--- src/rtl/hsn_pkg.sv ---
package hsn_pkg;

    localparam int HSN_WORD_W = 64;
    localparam int HSN_STEP_W = 8;

    // Action chosen for the coming cycle, in priority order.
    typedef enum logic [1:0] {
        ACT_IDLE   = 2'd0,
        ACT_FINE   = 2'd1,
        ACT_COARSE = 2'd2,
        ACT_LOAD   = 2'd3
    } hsn_act_e;

endpackage

--- src/rtl/hsn_coarse_step.sv ---
// Fixed right move by STEP_W bits, zero fill at the top; pure wiring.
module hsn_coarse_step #(
    parameter int WORD_W = 64,
    parameter int STEP_W = 8
) (
    input  logic [WORD_W-1:0] word_i,
    output logic [WORD_W-1:0] word_o
);

    for (genvar i = 0; i < WORD_W; i++) begin : g_bit
        if (i < WORD_W - STEP_W) begin : g_move
            assign word_o[i] = word_i[i + STEP_W];
        end else begin : g_fill
            assign word_o[i] = 1'b0;
        end
    end

endmodule

--- src/rtl/hsn_fine_barrel.sv ---
// Logarithmic right shifter over the head, zero fill.
module hsn_fine_barrel #(
    parameter int HEAD_W = 16,
    localparam int SH_W  = $clog2(HEAD_W)
) (
    input  logic [HEAD_W-1:0] head_i,
    input  logic [SH_W-1:0]   shamt_i,
    output logic [HEAD_W-1:0] win_o
);

    logic [HEAD_W-1:0] lvl [SH_W+1];

    assign lvl[0] = head_i;

    for (genvar l = 0; l < SH_W; l++) begin : g_lvl
        localparam int DIST = 1 << l;
        for (genvar i = 0; i < HEAD_W; i++) begin : g_bit
            if (i + DIST < HEAD_W) begin : g_mux
                assign lvl[l+1][i] = shamt_i[l] ? lvl[l][i + DIST] : lvl[l][i];
            end else begin : g_edge
                assign lvl[l+1][i] = shamt_i[l] ? 1'b0 : lvl[l][i];
            end
        end
    end

    assign win_o = lvl[SH_W];

endmodule

--- src/rtl/hier_shift_net.sv ---
module hier_shift_net
    import hsn_pkg::*;
#(
    parameter int WORD_W = HSN_WORD_W,
    parameter int STEP_W = HSN_STEP_W,
    localparam int HEAD_W = 2 * STEP_W,
    localparam int AMT_W  = $clog2(STEP_W + 1),
    localparam int CNT_W  = $clog2(WORD_W + 1)
) (
    input  logic              clk,
    input  logic              rst_n,
    input  logic              load_i,
    input  logic [WORD_W-1:0] load_data_i,
    input  logic              adv_i,
    input  logic [AMT_W-1:0]  adv_amt_i,
    output logic [HEAD_W-1:0] window_o,
    output logic [CNT_W-1:0]  remain_o
);

    localparam int OFF_W = $clog2(STEP_W);
    localparam int SH_W  = $clog2(HEAD_W);
    localparam int SUM_W = AMT_W + 1;

    typedef struct packed {
        logic [WORD_W-1:0] word;
        logic [OFF_W-1:0]  off;
        logic [CNT_W-1:0]  remain;
    } state_t;

    state_t            st_d, st_q;
    hsn_act_e          act;
    logic [AMT_W-1:0]  amt_eff;
    logic [SUM_W-1:0]  sum;
    logic [WORD_W-1:0] stepped;

    hsn_coarse_step #(
        .WORD_W (WORD_W),
        .STEP_W (STEP_W)
    ) u_coarse (
        .word_i (st_q.word),
        .word_o (stepped)
    );

    hsn_fine_barrel #(
        .HEAD_W (HEAD_W)
    ) u_fine (
        .head_i  (st_q.word[HEAD_W-1:0]),
        .shamt_i ({{(SH_W - OFF_W){1'b0}}, st_q.off}),
        .win_o   (window_o)
    );

    assign remain_o = st_q.remain;

    always_comb begin
        amt_eff = (adv_amt_i > AMT_W'(STEP_W)) ? AMT_W'(STEP_W) : adv_amt_i;
        sum     = SUM_W'(st_q.off) + SUM_W'(amt_eff);

        if (load_i) begin
            act = ACT_LOAD;
        end else if (adv_i) begin
            act = (sum >= SUM_W'(STEP_W)) ? ACT_COARSE : ACT_FINE;
        end else begin
            act = ACT_IDLE;
        end

        st_d = st_q;
        unique case (act)
            ACT_LOAD: begin
                st_d.word   = load_data_i;
                st_d.off    = '0;
                st_d.remain = CNT_W'(WORD_W);
            end
            ACT_FINE, ACT_COARSE: begin
                if (act == ACT_COARSE) begin
                    st_d.word = stepped;
                    st_d.off  = OFF_W'(sum - SUM_W'(STEP_W));
                end else begin
                    st_d.off  = OFF_W'(sum);
                end
                st_d.remain = (st_q.remain > CNT_W'(amt_eff))
                            ? st_q.remain - CNT_W'(amt_eff) : '0;
            end
            default: ;
        endcase
    end

    always_ff @(posedge clk or negedge rst_n) begin
        if (!rst_n) begin
            st_q <= '0;
        end else begin
            st_q <= st_d;
        end
    end

endmodule

--- config.mk ---
export PLATFORM = sky130hd
export DESIGN_NAME = hier_shift_net
export DESIGN_NICKNAME = d
export VERILOG_FILES = /design/src/rtl/hsn_pkg.sv /design/src/rtl/hsn_coarse_step.sv /design/src/rtl/hsn_fine_barrel.sv /design/src/rtl/hier_shift_net.sv
export SDC_FILE = /design/constraint.sdc
export NUM_CORES = 1
export LEC_CHECK = 0
export CAP_MARGIN = 20
export CORE_UTILIZATION = 30
export DETAILED_ROUTE_END_ITERATION = 8
export SLEW_MARGIN = 5
export SYNTH_ARGS = -nofsm -noshare
export SYNTH_HDL_FRONTEND = slang
export SYNTH_SLANG_ARGS = --single-unit
--- constraint.sdc ---
create_clock -name clk -period 2.94 [get_ports clk]
set_clock_uncertainty 0.2 [all_clocks]
set_input_delay 0.588 -clock clk [delete_from_list [all_inputs] [get_ports clk]]
set_output_delay 0.588 -clock clk [all_outputs]
set_load 0.05 [all_outputs]
==> metrics.csv <==
stage,metric,value,unit
die,chip width,116,um
cts,clk root buf,clkbuf_16,
die,die area,0.0135,mm2
synth,synthesized area,0.00390,mm2
routing,Via-to-Cell Ratio,4.87,
cts,Inserted Clock Buffers,9,
place,DPL Wire Length,7260,um
routing,final wirelength,10300,um
timing,"Slew Viols, Final",0,
power,Pwr Density,608,mW/mm2
synth,Yosys top cell by area,dfrtp_1,
timing,share of the clock period used by the worst path,95.7,%
worst_setup_path,FF-to-FF path depth,9,
final_layout,nets,608,
synth,largest cells by area after synthesis,"dfrtp_1, nor2_1, o22ai_1",
die,Die H,116,um
synth,Yosys reg bits,74,
cts,clk_lat worst skew,0.33,ns
final_layout,# fillers,1204,
global_route,pin count of the biggest net entering global routing,75,
run_status,outcome,completed,
worst_setup_path,Crit Path Class,primary input to flip-flop,
timing,Slew @ Worst Pin,0.941,ns
routing,Final ANT Viol Nets,0,
routing,drt wl/cell,14.6,um
worst_setup_path,CP max stage delay,0.61,ns
synth,most frequent cells after synthesis,"nor2_1, dfrtp_1, o22ai_1",
synth,Yosys cell types,38,
power,leakage power,2.35,nW
synth,yosys warns,0,
worst_setup_path,"Critical Path, Cell by Cell","dlygate4sd2_1, nor2b_4, ha_4, inv_2, fa_2, nand4b_1, nor2_2, or4_4, clkbuf_16, o22ai_1, nor2_1",
final_layout,n_diodes,0,
final_layout,final non-filler cell total,704,
worst_setup_path,Critical Path Start,adv_amt_i[3],
die,Initial Util,30.9,%
final_layout,final instance area,0.00566,mm2
timing,unrepaired setup endpoints after global routing,false,
worst_setup_path,WP data required,2.96,ns
routing,DRC Markers,0,
power,Logic pwr share,29.6,%
synth,fraction of registers with async set/reset,100,%
power,sequential power share,35.6,%
worst_setup_path,RR Endpoint,st_q[33],
final_layout,layout cells sized above 1,18.2,%
synth,Mean Syn Cell Area,9.09,um2
cts,CTS tree,built,
final_layout,Area growth syn-to-layout,45.3,%
cts,H-tree depth,3,
die,std cell rows,41,
place,Placer Congestion,0.856,
routing,via count,3427,
global_route,vias in the first global route,3332,
place,DP Cell Count,684,
worst_setup_path,Slowest cell on crit path,or4_4,
place,Placement Cell Area,0.00514,mm2
synth,"Seq/Total Area, Yosys",47.5,%
timing,final setup fails,0,
synth,cell count after synthesis,429,
routing,Met2 Wirelength,4780,um
timing,fmax,355,MHz
cts,CTS sink count,74,
worst_setup_path,Worst Path Max Fanout,7,
global_route,Tot GR Track Use,15.7,%
synth,Mapped Nets,510,
power,Sw Share,31.3,%
timing,max_slew headroom,37.2,%
routing,met3 WL,515,um
synth,share of the synthesized area in the top cell type,47.5,%
worst_setup_path,Worst Path Buf+Inv,3,
worst_setup_path,"setup slack, reg-to-reg",0.48,ns
routing,Top Layer Used,met4,
worst_setup_path,CP Capture Type,flip-flop,
worst_setup_path,Arrival @ worst endpoint,2.83,ns
cts,CTS max path bufs,2,
die,Placeable Area,0.0126,mm2
global_route,initial antenna violation count,0,
worst_setup_path,critical path's top delay family,simple AND/OR/NAND/NOR gates,
cts,"CTS clk-pin slew, worst paths",0.06,ns
timing,Fin Hold WS,0.174,ns
global_route,grt ovf,0,
timing,Final min period,2.81,ns
routing,drt first pass iters,4,
place,input/output buffers,94,
power,VDD IR max,0.304,mV
routing,1st-iter DRT viols,158,
worst_setup_path,CP Launch Type,primary input,
synth,most frequent cell after synthesis,nor2_1,
min_path,Min-Delay Path Class,primary input to asynchronous set/reset pin,
global_route,first-pass GRT wire length,16300,um
power,Cell Int Power,2.36,mW
power,Psw,1.08,mW
final_layout,fin util,44.9,%
run,# Max-Cap Violations,0,
die,num ports,95,
power,Clk network pwr share,34.8,%
worst_setup_path,r2r startpoint,st_q[7],
timing,final hold vios,0,
worst_setup_path,WP depth,11,
routing,routed length on met1,4810,um
synth,Post-synth EDFFs,0,
synth,ys flop type,dfrtp_1,
worst max path at each step:
| stage | end | slack, ns |
|---|---|---|
| after floorplan | window_o[6] | 0.01 |
| after global placement | st_q[57] | -0.39 |
| after detailed placement | st_q[57] | -0.37 |
| after CTS | st_q[58] | 0.002 |
| after global routing | st_q[20] | 0.03 |
| final | st_q[33] | 0.13 |
state kept, by name (all words and copies together), names as in the netlist:
signal,flops
st_q,67
remain_o,7
area by class of cell:
class | count | area (um2) | area share [%]
Clock buffer | 11 | 243 | 4.29
Clock inverter | 5 | 85.1 | 1.50
Inverter | 10 | 37.5 | 0.663
Multi-Input combinational cell | 310 | 1900 | 33.5
Sequential cell | 74 | 1850 | 32.7
Tap cell | 172 | 215 | 3.80
Timing Repair Buffer | 122 | 1330 | 23.5
layout by cell type, fill, tap and decap left out, types with 4 or more instances in the layout:
cell             synthesis  routed
o22ai_2                 12      19
nor2_1                 138     137
buf_4                    8      29
a21oi_1                 11      10
o22ai_1                 46      38
clkdlybuf4s50_1          0      75
o21ai_0                  9       9
nand2_1                 24      24
buf_12                   0      12
ha_1                     7       6
nor3_1                   4       4
dfrtp_1                 74      74
mux2i_1                 15      15
clkbuf_16                0      12
a22o_1                   8       8
mux2_2                   6       6
inv_1                    9       7
power by group through the flow:
| stage | clock [mW] | sequential [mW] | combinational (mW) |
|---|---|---|---|
| detailed placement | 0 | 1.24 | 0.992 |
| global placement | 0 | 1.24 | 0.979 |
| finish | 1.20 | 1.23 | 1.02 |
| floorplan | 0 | 1.21 | 0.624 |
| CTS | 1.21 | 1.22 | 1.00 |
| global route | 1.27 | 1.24 | 1.10 |
per-stage QoR:
stage          setup WS, ns  total power, mW  setup TNS (ns)
2_1_floorplan        0.0106             1.84               0
3_3_place_gp         -0.386             2.22          -21.59
3_5_place_dp         -0.371             2.23          -21.63
4_1_cts             0.00203             3.44               0
5_1_grt              0.0266             3.61               0
6_report              0.127             3.44               0
what timing repair did:
action | in CTS | in global routing
resized for setup | 2 | 18
pin swaps | 1 | 6
gates cloned | 1 | 3
endpoints found under the setup margin | 52 | 39
hold buffers | 0 | 0
buffers inserted | 0 | 0
kinds of logic after synthesis:
kind of cell    Yosys count  synth area share, %
simple gates            176                 17.9
fa+ha+maj                 9                 3.27
compound gates          101                 18.7
xor+xnor                  3                0.674
mux                      21                 5.59
flops                    74                 47.5
buf+inv                  45                 6.36
metal layers:
metal	global-route usage, %	vias to the layer above
li1	-	1678
met4	6.41	0
met3	2.93	17
met2	25.0	86
met5	0	-
met1	21.1	1646
Power figures use the tool's default switching activity.
